`src/rtl/exu_pg_pkg.sv`:
```
package exu_pg_pkg;

    // Number of gated execution units; the class code below indexes them.
    localparam int N_UNITS = 4;
    localparam int UNIT_W  = $clog2(N_UNITS);

    typedef enum logic [UNIT_W-1:0] {
        UNIT_LOGIC = 2'd0,
        UNIT_SHIFT = 2'd1,
        UNIT_MULT  = 2'd2,
        UNIT_DIVD  = 2'd3
    } unit_e;

endpackage

```
`src/rtl/exu_pg_demand.sv`:
```
// Combinational demand decode: which units must hold power next edge.
module exu_pg_demand
    import exu_pg_pkg::*;
(
    input  logic               op_valid,
    input  logic [UNIT_W-1:0]  op_unit,
    input  logic [N_UNITS-1:0] hold,
    input  logic               armed,
    output logic [N_UNITS-1:0] want
);

    for (genvar u = 0; u < N_UNITS; u++) begin : g_want
        // Before the first operation everything stays powered.
        assign want[u] = hold[u] | ~armed |
                         (op_valid & (op_unit == UNIT_W'(u)));
    end

endmodule

```
`src/rtl/exu_pg_unit.sv`:
```
// Per-unit wake sequencer: sleep flag, wake latency counter and
// staggered switch-group enables.
module exu_pg_unit #(
    parameter int WAKE_CYCLES = 2,
    parameter int N_GROUPS    = 4
) (
    input  logic                clk,
    input  logic                rst_n,
    input  logic                want,
    output logic                sleep,
    output logic                ready,
    output logic [N_GROUPS-1:0] sw_en
);

    localparam int CW = (WAKE_CYCLES > 0) ? $clog2(WAKE_CYCLES + 1) : 1;
    localparam int GW = $clog2(N_GROUPS + 1);
    localparam logic [CW-1:0] CNT_DONE = CW'(WAKE_CYCLES);
    localparam logic [GW-1:0] GRP_FULL = GW'(N_GROUPS);

    typedef struct packed {
        logic          sleep;
        logic [CW-1:0] cnt;
        logic [GW-1:0] grp;
    } seq_t;

    seq_t seq_d, seq_q;

    always_comb begin
        seq_d = seq_q;
        if (want) begin
            seq_d.sleep = 1'b0;
            if (seq_q.sleep) begin
                // Waking edge: first switch group on, latency count restarts.
                seq_d.cnt = '0;
                seq_d.grp = GW'(1);
            end else begin
                if (seq_q.cnt != CNT_DONE) seq_d.cnt = seq_q.cnt + CW'(1);
                if (seq_q.grp != GRP_FULL) seq_d.grp = seq_q.grp + GW'(1);
            end
        end else begin
            seq_d.sleep = 1'b1;
            seq_d.cnt   = '0;
            seq_d.grp   = '0;
        end
    end

    always_ff @(posedge clk or negedge rst_n) begin
        if (!rst_n) begin
            seq_q.sleep <= 1'b0;
            seq_q.cnt   <= CNT_DONE;
            seq_q.grp   <= GRP_FULL;
        end else begin
            seq_q <= seq_d;
        end
    end

    assign sleep = seq_q.sleep;
    assign ready = ~seq_q.sleep & (seq_q.cnt == CNT_DONE);

    for (genvar g = 0; g < N_GROUPS; g++) begin : g_sw
        assign sw_en[g] = (GW'(g) < seq_q.grp);
    end

endmodule

```
`src/rtl/exu_pwr_gate_ctrl.sv`:
```
module exu_pwr_gate_ctrl
    import exu_pg_pkg::*;
#(
    parameter int WAKE_CYCLES = 2,
    parameter int N_GROUPS    = 4
) (
    input  logic                          clk,
    input  logic                          rst_n,
    input  logic                          op_valid,
    input  logic [1:0]                    op_unit,
    input  logic                          cfg_we,
    input  logic [3:0]                    cfg_hold,
    output logic [3:0]                    unit_sleep,
    output logic [3:0]                    unit_ready,
    output logic [4*N_GROUPS-1:0]         sw_en,
    output logic                          stall
);

    localparam int SW_W = N_UNITS * N_GROUPS;

    typedef struct packed {
        logic [N_UNITS-1:0] hold;
        logic               armed;
    } ctl_t;

    ctl_t ctl_d, ctl_q;
    logic [N_UNITS-1:0] want;

    always_comb begin
        ctl_d = ctl_q;
        if (cfg_we)   ctl_d.hold  = cfg_hold;
        if (op_valid) ctl_d.armed = 1'b1;
    end

    always_ff @(posedge clk or negedge rst_n) begin
        if (!rst_n) begin
            ctl_q <= '0;
        end else begin
            ctl_q <= ctl_d;
        end
    end

    exu_pg_demand u_demand (
        .op_valid (op_valid),
        .op_unit  (op_unit),
        .hold     (ctl_q.hold),
        .armed    (ctl_q.armed),
        .want     (want)
    );

    for (genvar u = 0; u < N_UNITS; u++) begin : g_unit
        exu_pg_unit #(
            .WAKE_CYCLES (WAKE_CYCLES),
            .N_GROUPS    (N_GROUPS)
        ) u_seq (
            .clk   (clk),
            .rst_n (rst_n),
            .want  (want[u]),
            .sleep (unit_sleep[u]),
            .ready (unit_ready[u]),
            .sw_en (sw_en[u*N_GROUPS +: N_GROUPS])
        );
    end

    assign stall = op_valid & ~unit_ready[op_unit];

    logic unused_w;
    assign unused_w = ^SW_W;

endmodule

```
`config.mk`:
```
export PLATFORM = sky130hd
export DESIGN_NAME = exu_pwr_gate_ctrl
export DESIGN_NICKNAME = d
export VERILOG_FILES = /design/src/rtl/exu_pg_pkg.sv /design/src/rtl/exu_pg_demand.sv /design/src/rtl/exu_pg_unit.sv /design/src/rtl/exu_pwr_gate_ctrl.sv
export SDC_FILE = /design/constraint.sdc
export NUM_CORES = 1
export LEC_CHECK = 0
export ABC_AREA = 1
export BUFFER_PORTS_ARGS = -buffer_cell sky130_fd_sc_hd__buf_2
export CAP_MARGIN = 0
export CORE_MARGIN = 2
export CORE_UTILIZATION = 50
export DETAILED_ROUTE_END_ITERATION = 7
export PLACE_DENSITY_LB_ADDON = 0.25
export SLEW_MARGIN = 15
export SYNTH_ARGS = -nofsm -noshare
export SYNTH_HDL_FRONTEND = slang
export SYNTH_HIERARCHICAL = 1
export SYNTH_SLANG_ARGS = --single-unit
```
`constraint.sdc`:
```
create_clock -name clk -period 2.2 [get_ports clk]
set_input_delay 0.44 -clock clk [delete_from_list [all_inputs] [get_ports clk]]
set_output_delay 0.44 -clock clk [all_outputs]
set_load 0.03 [all_outputs]
```
Word level (Yosys, flattened, before mapping)
Index checks and enable logic that the tools add are counted.
{"block": "classes", "addsub": 8, "order_cmp": 17, "eq_ne": 23, "n_mux": 18, "n_bitwise": 23, "reduce_logical": 1}
{"operator": "$ne A3 B3 Y1 const B", "n": 12}
{"operator": "$lt A1 B3 Y1 const A", "n": 8}
{"operator": "$lt A2 B3 Y1 const A", "n": 8}
{"operator": "$mux W6", "n": 4}
{"operator": "$mux W5", "n": 4}
{"operator": "$add A3 B1 Y3 const B", "n": 4}
{"operator": "$eq A2 B2 Y1 const B", "n": 6}
{"operator": "$mux W3", "n": 4}
{"operator": "$and A1 B1 Y1", "n": 9}
{"operator": "$add A2 B1 Y2 const B", "n": 4}
{"operator": "$mux W2", "n": 4}
{"operator": "$ne A2 B2 Y1 const B", "n": 4}
{"operator": "$or A1 B1 Y1", "n": 8}
{"operator": "$not A1 Y1", "n": 6}
{"operator": "$lt A2 B3 Y1 const B", "n": 1}
{"operator": "$bmux W1 S2", "n": 1}
{"operator": "$eq A2 B1 Y1 const B", "n": 1}
{"operator": "$logic_not A2 Y1", "n": 1}
{"operator": "$mux W1", "n": 1}
{"block": "word_totals", "ff_bits": 29, "inputBits": 10, "word_cells": 104}

Depth between registers and ports, before layout
Gate-level depths: netlist of run 1.
{"block": "depth", "word_depth": 6, "depth_mapped": 9}

Cells and area by module
Netlist of run 1, hierarchy kept.
{"mod": "exu_pg_unit", "instances": 4, "cells_each": 45, "area_each_um2": 357.8, "seq_area_each_um2": 152.6}
{"mod": "exu_pwr_gate_ctrl", "instances": 1, "cells_each": 21, "area_each_um2": 220.2, "seq_area_each_um2": 125.1}
{"mod": "exu_pg_demand", "instances": 1, "cells_each": 16, "area_each_um2": 63.8, "seq_area_each_um2": 0.0}

Worst setup path after synthesis of run 1
No wires, ideal clock.
{"block": "synth_timing", "kind": "register -> output", "start": "reg g_unit[1].u_seq/seq_q[4] in the netlist's numbering", "end": "out stall", "t_arrival_ns": 1.547, "t_required_ns": 1.760, "path_slack_ns": 0.213, "path_stages_with_launch": 7, "path_cell_list": "dfstp_2 > ha_1 > inv_1 > nor2_1 > nand2_1 > a21oi_1 > nor2_1"}
{"block": "synth_via", "elab_chain_len": 6}
{"element": "from (decl)", "line": "exu_pg_unit.sv:26", "text": "seq_t seq_d, seq_q;"}
{"element": "from (signal assigned)", "line": "exu_pg_unit.sv:53", "text": "seq_q <= seq_d;"}
{"element": "$eq A2 B2 Y1", "line": "exu_pg_unit.sv:58", "text": "assign ready = ~seq_q.sleep & (seq_q.cnt == CNT_DONE);"}
{"element": "$and A1 B1 Y1", "line": "exu_pg_unit.sv:58"}
{"element": "named net unit_ready[1]", "line": "exu_pwr_gate_ctrl.sv:14", "text": "output logic [3:0] unit_ready,"}
{"element": "$bmux W1 S2", "line": "exu_pwr_gate_ctrl.sv:65", "text": "assign stall = op_valid & ~unit_ready[op_unit];"}
{"element": "$mux W1 (not written as such)", "line": "exu_pwr_gate_ctrl.sv:65"}
{"element": "$not A1 Y1", "line": "exu_pwr_gate_ctrl.sv:65"}
{"element": "$and A1 B1 Y1", "line": "exu_pwr_gate_ctrl.sv:65"}
{"element": "to (decl)", "line": "exu_pwr_gate_ctrl.sv:16", "text": "output logic stall"}
The timed path passes the listed nets, and every way through them passes these cells. The select of a mux whose other input is x is not followed.

Final worst setup path of run 1
{"block": "layout_timing", "start": "reg g_unit[0].u_seq/seq_q[4] in the netlist's numbering", "end": "out stall"}
{"block": "layout_via", "elab_chain_len": 6}
{"element": "from (decl)", "line": "exu_pg_unit.sv:26"}
{"element": "from (signal assigned)", "line": "exu_pg_unit.sv:53"}
{"element": "$eq A2 B2 Y1", "line": "exu_pg_unit.sv:58"}
{"element": "$and A1 B1 Y1", "line": "exu_pg_unit.sv:58"}
{"element": "$bmux W1 S2", "line": "exu_pwr_gate_ctrl.sv:65"}
{"element": "$mux W1 (not written as such)", "line": "exu_pwr_gate_ctrl.sv:65"}
{"element": "$not A1 Y1", "line": "exu_pwr_gate_ctrl.sv:65"}
{"element": "$and A1 B1 Y1", "line": "exu_pwr_gate_ctrl.sv:65"}
Every way passes these cells. The select of a mux whose other input is x is not followed.

==> results of run 1 <==
where the power goes:
| group | internal [mW] | total [mW] | switching [mW] |
|---|---|---|---|
| clock network | 0.185 | 0.362 | 0.177 |
| logic | 0.194 | 0.556 | 0.362 |
| registers | 0.619 | 0.690 | 0.0715 |
how the worst max path moves through the flow:
| stage | startpoint | endpoint | slack [ns] | cells past startpoint |
|---|---|---|---|---|
| 4_1_cts | g_unit[0].u_seq/seq_q[4] | stall | 0.04 | 7 |
| 3_3_place_gp | g_unit[0].u_seq/seq_q[4] | stall | 0.40 | 7 |
| 3_5_place_dp | g_unit[0].u_seq/seq_q[4] | stall | 0.40 | 7 |
| 6_report | g_unit[0].u_seq/seq_q[4] | stall | 0.12 | 7 |
| 2_1_floorplan | g_unit[1].u_seq/seq_q[4] | stall | 0.21 | 6 |
| 5_1_grt | g_unit[2].u_seq/seq_q[4] | stall | 0.001 | 9 |
state kept, by name, indices dropped and copies added, names as in the netlist:
signal / count
g_unit.u_seq/seq_q: 20
g_unit.u_seq/sleep: 4
ctl_q: 5
layer usage:
| layer | vias up | wire length (um) |
|---|---|---|
| met5 | - | 0 |
| met2 | 21 | 1440 |
| met4 | 0 | 43 |
| met3 | 4 | 94 |
| met1 | 612 | 1370 |
| li1 | 731 | - |
Yosys cell counts (all sizes together):
master / count
a21oi: 9
buf: 4
dfrtp: 21
dfstp: 8
ha: 12
inv: 38
mux2: 4
nand2: 62
nand3: 8
nor2: 42
nor3b: 4
o21ai: 4
or2: 1
cell families (layout without fill, tap and decap cells):
family                     Yosys count  after routing  share of synthesized area (%)
and+or+nand+nor                    117            117                           31.9
buffers and inverters               42             81                           10.1
AOI/OAI and AO/OA                   13             13                           3.79
muxes                                4              4                           2.63
DFF                                 29             29                           42.9
adders and majority gates           12             12                           8.75
per-stage QoR:
stage          hold slack, ns  worst slack (ns)
2_1_floorplan           0.144             0.213
3_3_place_gp            0.451             0.395
3_5_place_dp            0.454             0.405
4_1_cts                 0.138            0.0445
5_1_grt                 0.173           0.00110
6_report                0.122             0.121
worst register-to-register path: stages, from the launching register on:
cell,delay (ns)
dfrtp_1,0.43
inv_1,0.10
ha_1,0.18
nand2_2,0.08
inv_1,0.05
nand2_1,0.05
nand2_1,0.06
nand2_1,0.05
timing repair:
| item | in CTS | in global routing |
|---|---|---|
| endpoints found under the setup margin | 0 | 1 |
| resized for setup | 0 | 11 |
| buffers inserted | 0 | 1 |
cell usage in the layout, fill, tap and decap left out, drive strengths merged:
cell / count
dfrtp: 21
nand2: 62
clkbuf: 7
a21oi: 9
nand3: 8
clkinv: 1
o21ai: 4
dfstp: 8
mux2: 4
or2: 1
nor3b: 4
inv: 38
ha: 12
nor2: 42
buf: 35
layout make-up:
type	count	area share (%)
timing repair buffer	35	8.94
tap	46	2.86
clock inverter	1	0.248
sequential	29	36.5
inverter	38	7.08
clock buffer	7	3.23
multi-input combinational	146	41.1
==> results.py, run 1 <==
metrics = {
    "critical_path": {
        "r2r_slack_ns": 1.10,
        "cpPeakStageDelay_ns": 0.54,
        "critPathLaunchType": "flop",
        "cpMaxStageDelayCell": "dfstp_2",
        "crit_required_ns": 1.76,
        "cp_max_fo": 4,
        "cp_cell_sequence": "ha_2 > inv_2 > nor2_4 > nand2_1 > a21oi_2 > nor2_1 > buf_4",
        "rr_endpoint": "g_unit[3].u_seq/seq_q[0]",
        "worst-path-buf-inv": 2,
        "r2r_cells": 7,
        "crit_arrival_ns": 1.64,
        "r2r-start": "g_unit[3].u_seq/seq_q[0]",
        "path_class": "flop to output pin",
        "path_delay_family": "flip-flops",
        "cp-end-kind": "output pin",
    },
    "cells_and_area": {
        "fin_area_um2": 2010,
        "areaGrowthSynthToFinish_pct": 17.4,
        "drive_above_1_share_pct": 34.4,
        "fin_cells": 302,
        "utilization_pct": 60.8,
        "multi_input_area_um2": 828,
        "fill_cells": 324,
        "diodes": 0,
        "fin_nets": 277,
        "area.sequential_um2": 736,
    },
    "die": {
        "initial_core_util_pct": 51.8,
        "io_pins": 35,
        "fp-row-count": 21,
        "dieArea_um2": 3920,
        "dieHeight_um": 62.6,
        "die_w_um": 62.6,
        "fp.coreArea_um2": 3310,
    },
    "sta": {
        "relSlewSlack_pct": 57.8,
        "worst_slew_pin_slew_ns": 0.632,
        "slew_viol_final": 0,
        "skew_ns": 0.0133,
        "rsz0062_at_grt": "false",
        "hold_viol": 0,
        "fmax_ghz": 0.481,
        "finalSetupViolCount": 0,
        "finalCriticalPeriod_ns": 2.08,
        "final.setup.tns_ns": 0,
        "fin_crit_sh_pct": 94.5,
    },
    "route": {
        "vias": 1368,
        "postRouteAntennaNets": 0,
        "drc": 0,
        "drtIter0Drc": 38,
        "routed_wl_um": 2950,
        "drt_pre_antenna_iters": 4,
        "via_per_inst": 4.53,
        "wire_per_inst_um": 9.76,
    },
    "run": {
        "drv_cap": 0,
    },
    "synth": {
        "ys_ff_latch": 29,
        "synth.avg_cell_area_um2": 7.91,
        "synth_area_um2": 1720,
        "ys_top_cells_by_area": "dfrtp_1 (31%), dfstp_2 (12%), nand2_1 (12%)",
        "synth_cells": 217,
        "syn_nets": 239,
        "synth_top_area_share_pct": 30.6,
        "yosysSeqAreaShare_pct": 42.9,
        "ys_types": 17,
        "yosysWarnings": 6,
        "synth_area_leader_cell": "dfrtp_1",
    },
    "global_routing": {
        "grt_util_met3_pct": 3.24,
        "track_usage_pct": 17.6,
        "use_met2_pct": 28.5,
        "grtUsageMet1_pct": 22.5,
        "grt_overflow": 0,
        "grt_pass1_vias": 1375,
        "busiest_layer": "met2",
        "antenna_found_initial": 0,
        "grt_pass1_wl_um": 5570,
        "grt_max_degree": 30,
    },
    "placement": {
        "port_buffers": 34,
        "gp_congestion": 0.784,
        "postPlaceCellArea_um2": 1910,
        "hpwl_um": 2220,
        "placedCellCount": 293,
    },
    "clock_network": {
        "cts_hold_buf": 0,
        "cts_made_buffers": 5,
        "cts_buffer_depth": 2,
        "worstSkewPairLatency_ns": 0.32,
        "cts_root_buf": "clkbuf_4",
        "cts_tree": "yes",
        "clk_pin_slew_ns": 0.10,
        "htreeDepth": 2,
        "clock-sinks": 29,
    },
    "pwr": {
        "power.density_nw_per_um2": 799,
        "p_total_mw": 1.61,
        "ir_drop_mv": 0.430,
        "p_leak_nw": 1.13,
    },
    "outcome": {
        "status": "finished, final reports clean",
    },
    "hold_path": {
        "hp-class": "input port to async pin",
    },
}
(Power assumes the default switching activity.)
==> inputs of run 2 (changes only) <==
Settings changed: CAP_MARGIN 0 to unset, SYNTH_HIERARCHICAL 1 to unset.
==> run 2 against run 1 <==
Setup slack better by 0.066 ns. Sequential power is 6.4% lower. Non-clock buffer count is 1 lower. Combinational power is 18% lower. Critical path depth is 1 higher.
==> results.py, run 2 <==
metrics = {
    "cells_and_area": {
        "largest_reg_flops": 20,
        "fin_area_um2": 1920,
        "drive_above_1_share_pct": 25.4,
        "multi_input_area_um2": 724,
        "area.sequential_um2": 736,
        "final_common_cell": "nand2_1",
        "fin_nets": 273,
        "layout_common_cells": "nand2_1 (43), inv_1 (41), buf_2 (34), nor2_1 (29), dfrtp_1 (21)",
        "utilization_pct": 57.6,
        "fill_cells": 331,
        "areaGrowthSynthToFinish_pct": 11.4,
        "diodes": 0,
        "top_register": "g_unit.u_seq.seq_q",
        "reg_top3": "g_unit.u_seq.seq_q: 20 flops, ctl_q: 5 flops, g_unit.u_seq.sleep: 4 flops",
    },
    "placement": {
        "gp_congestion": 0.797,
        "postPlaceCellArea_um2": 1860,
        "hpwl_um": 2140,
        "pre_cts_ws_ns": 0.530,
        "port_buffers": 34,
    },
    "clock_network": {
        "cts_buffer_depth": 2,
        "cts_hold_buf": 0,
        "cts_tree": "yes",
        "cts_root_buf": "clkbuf_4",
        "clk_pin_slew_ns": 0.10,
        "clock-sinks": 29,
        "post_cts_resized": 0,
        "htreeDepth": 2,
        "cts_made_buffers": 5,
        "post_cts_buffers": 0,
        "worstSkewPairLatency_ns": 0.33,
    },
    "pwr": {
        "swShare_pct": 36.7,
        "pwr-share-comb_pct": 31.7,
        "netSwitchingPower_uw": 528,
        "power.density_nw_per_um2": 748,
        "power.share.clock_pct": 23.4,
        "power_frac_seq_pct": 44.9,
        "intPower_uw": 911,
        "ir_drop_mv": 0.450,
        "p_leak_nw": 1.12,
    },
    "global_routing": {
        "grt_pass1_vias": 1163,
        "grt_util_met3_pct": 4.32,
        "grt_pass1_wl_um": 4830,
        "grt_max_degree": 30,
        "grt_overflow": 0,
        "grtUsageMet1_pct": 19.8,
        "use_met2_pct": 24.5,
        "track_usage_pct": 15.8,
        "busiest_layer": "met2",
        "antenna_found_initial": 0,
    },
    "critical_path": {
        "rr_endpoint": "g_unit[3].u_seq.seq_q[1]",
        "path_class": "flop to output pin",
        "r2r_cells": 6,
        "cp_max_fo": 4,
        "r2r-start": "g_unit[3].u_seq.seq_q[0]",
        "r2r_slack_ns": 1.03,
        "startpoint": "g_unit[2].u_seq.seq_q[3]",
        "cp-end-kind": "output pin",
        "crit_required_ns": 1.76,
        "critPathLaunchType": "flop",
        "crit_arrival_ns": 1.57,
    },
    "sta": {
        "fin_crit_sh_pct": 91.5,
        "finalSetupViolCount": 0,
        "final.setup.tns_ns": 0,
        "skew_ns": 0.0122,
        "slew_viol_final": 0,
        "whs_ns": 0.118,
        "finalCriticalPeriod_ns": 2.01,
        "worst_slew_pin_slew_ns": 0.628,
        "relSlewSlack_pct": 58.1,
        "rsz0062_at_grt": "false",
        "setup_ws_ns": 0.187,
        "hold_viol": 0,
        "fmax_ghz": 0.497,
    },
    "die": {
        "fp-row-count": 21,
        "io_pins": 35,
        "dieArea_um2": 3940,
        "die_w_um": 62.8,
        "fp.coreArea_um2": 3340,
        "initial_core_util_pct": 51.7,
        "dieHeight_um": 62.8,
    },
    "route": {
        "routed_wl_um": 2820,
        "drt_pre_antenna_iters": 4,
        "via_per_inst": 4.53,
        "wire_per_inst_um": 9.47,
        "postRouteAntennaNets": 0,
        "drtIter0Drc": 47,
        "vias": 1351,
        "drc": 0,
    },
    "synth": {
        "ys_top_cells_by_area": "dfrtp_1 (30%), dfstp_2 (12%), nand2_1 (9.3%)",
        "synthFlopType": "dfrtp_1",
        "synth_cells": 222,
        "synth_area_um2": 1730,
        "synthTopCellsByCount": "nand2_1 (43), inv_1 (41), nor2_1 (29), dfrtp_1 (21), nand3_1 (19)",
        "syn_nets": 244,
        "async_flop_share_pct": 100,
        "ys_types": 20,
        "synth_top_area_share_pct": 30.4,
        "yosysMostFrequentCell": "nand2_1",
        "yosysSeqAreaShare_pct": 42.6,
        "yosysWarnings": 0,
        "ys_ff_latch": 29,
        "synth_area_leader_cell": "dfrtp_1",
        "synth-edff-count": 0,
        "synth.avg_cell_area_um2": 7.78,
    },
    "run": {
        "drv_cap": 0,
    },
    "hold_path": {
        "hp-class": "input port to async pin",
    },
    "outcome": {
        "status": "finished, final reports clean",
    },
}
[run 2: changes by cell type in the layout (fill, tap and decap cells not counted), sizes merged, moves of 2 or more]
cell / previous run / this run
xor2: 0 / 2
inv: 38 / 47
o21ai: 4 / 10
nor2: 42 / 32
nand3b: 0 / 4
nand3: 8 / 20
nor3b: 4 / 0
a21oi: 9 / 0
mux2: 4 / 2
nand2: 62 / 48
[run 2: critical path, cell delays in order (launching register included)]
cell and delay (ns):
dfrtp_1 0.35, inv_1 0.06, ha_1 0.20, inv_1 0.11
nor2_1 0.07, nand2_1 0.06, nand3_1 0.06, nor2_1 0.12
buf_2 0.22
[run 2: worst max-delay path by stage]
stage / to / depth (start not counted)
2_1_floorplan: stall / 7
4_1_cts: stall / 7
3_5_place_dp: stall / 7
5_1_grt: stall / 7
6_report: stall / 8
3_3_place_gp: stall / 7
[run 2: metrics by stage]
stage / power (mW) / cells
CTS: 1.46 / 298
floorplan: 1.02 / 222
global placement: 1.11 / 290
finish: 1.44 / 298
global route: 1.54 / 298
detailed placement: 1.12 / 290
[run 2: kinds of logic (layout without fill, tap and decap cells)]
| logic type | Yosys count | after routing | share of synthesized area (%) |
|---|---|---|---|
| compound gates | 11 | 11 | 3.33 |
| xor+xnor | 3 | 3 | 1.52 |
| fa+ha+maj | 12 | 12 | 8.70 |
| buf+inv | 59 | 89 | 15.4 |
| flops | 29 | 29 | 42.6 |
| mux | 2 | 2 | 1.30 |
| simple gates | 106 | 106 | 27.1 |
[run 2: layer usage]
metal  vias up  part of all wire (%)
met5         -                     0
met4         0                   2.4
met3         8                   5.1
met2        32                    43
met1       588                    50
li1        723                     -
[run 2: layout make-up]
| class | count | share of cell area, % |
|---|---|---|
| tap | 46 | 2.99 |
| clock buffer | 8 | 3.06 |
| inverter | 47 | 9.17 |
| timing repair buffer | 34 | 8.85 |
| sequential | 29 | 38.3 |
| multi-input combinational | 134 | 37.7 |
[run 2: power groups by stage]
stage	Clock, mW	Sequential (mW)	Combinational, mW
after floorplan	0	0.646	0.369
after global placement	0	0.656	0.451
after detailed placement	0	0.656	0.461
after CTS	0.351	0.647	0.463
after global routing	0.374	0.655	0.513
final	0.337	0.646	0.456
==> inputs of run 3 (changes only) <==
Settings changed: MAX_ROUTING_LAYER set to met4.
==> run 3 against run 2 <==
Worst hold slack improved by 0.0021 ns. Routed wire length fell by 0.32%. Sequential share of layout area did not move. Clock power barely moved. Cell area did not move. Sequential cell count did not move. Global-route usage rose by 0.45 points. Via count fell by 0.15%. Combinational power barely moved. Largest cell class unchanged.
==> results.py, run 3 (synthesis results as in run 2) <==
metrics = {
    "run": {
        "drv_cap": 0,
    },
    "sta": {
        "whs_ns": 0.120,
        "worst_slew_pin_slew_ns": 0.627,
        "skew_ns": 0.0118,
        "fmax_ghz": 0.497,
        "finalSetupViolCount": 0,
        "relSlewSlack_pct": 58.2,
        "rsz0062_at_grt": "false",
        "finalCriticalPeriod_ns": 2.01,
        "slew_viol_final": 0,
        "hold_viol": 0,
        "fin_crit_sh_pct": 91.5,
        "final.setup.tns_ns": 0,
    },
    "clock_network": {
        "worstSkewPairLatency_ns": 0.33,
        "post_cts_buffers": 0,
        "cts_root_buf": "clkbuf_4",
        "cts_tree": "yes",
        "post_cts_resized": 0,
        "htreeDepth": 2,
        "clock-sinks": 29,
        "cts_made_buffers": 5,
        "clk_pin_slew_ns": 0.10,
        "cts_buffer_depth": 2,
        "cts_hold_buf": 0,
    },
    "route": {
        "wire_per_inst_um": 9.44,
        "drc": 0,
        "postRouteAntennaNets": 0,
        "routed_wl_um": 2810,
        "vias": 1349,
        "drtIter0Drc": 48,
        "via_per_inst": 4.53,
        "drt_pre_antenna_iters": 4,
    },
    "critical_path": {
        "path_class": "flop to output pin",
        "r2r_slack_ns": 1.03,
        "critPathLaunchType": "flop",
        "cp_max_fo": 3,
        "crit_arrival_ns": 1.57,
        "crit_required_ns": 1.76,
        "cp-end-kind": "output pin",
        "r2r-start": "g_unit[3].u_seq.seq_q[0]",
        "rr_endpoint": "g_unit[3].u_seq.seq_q[1]",
        "r2r_cells": 6,
    },
    "global_routing": {
        "grt_overflow": 0,
        "grt_pass1_vias": 1163,
        "grt_pass1_wl_um": 4830,
        "antenna_found_initial": 0,
        "grt_max_degree": 30,
        "track_usage_pct": 16.2,
    },
    "cells_and_area": {
        "fill_cells": 331,
        "layout_common_cells": "nand2_1 (43), inv_1 (41), buf_2 (34), nor2_1 (29), dfrtp_1 (21)",
        "final_common_cell": "nand2_1",
        "diodes": 0,
        "multi_input_area_um2": 724,
        "fin_area_um2": 1920,
        "areaGrowthSynthToFinish_pct": 11.4,
        "largest_reg_flops": 20,
        "reg_top3": "g_unit.u_seq.seq_q: 20 flops, ctl_q: 5 flops, g_unit.u_seq.sleep: 4 flops",
        "drive_above_1_share_pct": 25.4,
        "top_register": "g_unit.u_seq.seq_q",
        "area.sequential_um2": 736,
        "fin_nets": 273,
    },
    "outcome": {
        "status": "finished, final reports clean",
    },
    "die": {
        "fp.coreArea_um2": 3340,
        "dieArea_um2": 3940,
        "fp-row-count": 21,
        "io_pins": 35,
        "dieHeight_um": 62.8,
        "initial_core_util_pct": 51.7,
        "die_w_um": 62.8,
    },
    "placement": {
        "hpwl_um": 2140,
        "gp_congestion": 0.808,
        "port_buffers": 34,
        "postPlaceCellArea_um2": 1860,
    },
    "pwr": {
        "ir_drop_mv": 0.450,
        "p_leak_nw": 1.12,
        "power.density_nw_per_um2": 747,
        "p_total_mw": 1.44,
    },
    "hold_path": {
        "hp-class": "input port to async pin",
    },
}
==> run 3: cell counts in the layout (fill, tap and decap cells not counted) <==
Identical to the previous run, type by type.
==> run 3: worst max-delay path by stage <==
stage	from	end	slack (ns)	cells past startpoint
4_1_cts	g_unit[1].u_seq.seq_q[4]	stall	0.16	7
2_1_floorplan	g_unit[2].u_seq.seq_q[3]	stall	0.54	7
3_5_place_dp	g_unit[1].u_seq.seq_q[4]	stall	0.53	7
5_1_grt	g_unit[2].u_seq.seq_q[4]	stall	0.06	7
3_3_place_gp	g_unit[1].u_seq.seq_q[4]	stall	0.56	7
6_report	g_unit[0].u_seq.seq_q[4]	stall	0.19	7
==> run 3: where the power goes <==
part / switching, mW / internal, mW / leakage [nW]
registers: 0.0456 / 0.600 / 0.341
clock network: 0.178 / 0.157 / 0.0326
logic: 0.302 / 0.153 / 0.746
total: 0.526 / 0.911 / 1.12
==> run 3: per-layer routing <==
layer	wire (um)	GRT usage, %	part of all wire, %	vias to the layer above
li1	-	-	-	721
met1	1400	20.0	50	590
met2	1210	24.5	43	30
met3	135	4.14	4.8	8
met4	66	9.17	2.3	0
met5	0	-	0	-
==> run 3: area by class of cell <==
type	count	share of cell area [%]
Multi-Input combinational cell	134	37.7
Clock buffer	8	3.06
Tap cell	46	2.99
Sequential cell	29	38.3
Inverter	47	9.17
Timing Repair Buffer	34	8.85
==> run 3: critical path, cell delays in order (launching register included) <==
cell     delay, ns
dfstp_2       0.54
ha_1          0.19
inv_2         0.05
nor2_2        0.12
nand2_1       0.07
nand3_1       0.08
nor2_1        0.05
buf_2         0.17
==> run 3: through the flow <==
stage	instances	utilization, %	setup slack [ns]
after floorplan	222	-	0.535
after global placement	290	55.9	0.559
after detailed placement	290	55.9	0.530
after CTS	298	57.6	0.160
after global routing	298	57.6	0.0643
final	298	57.6	0.188
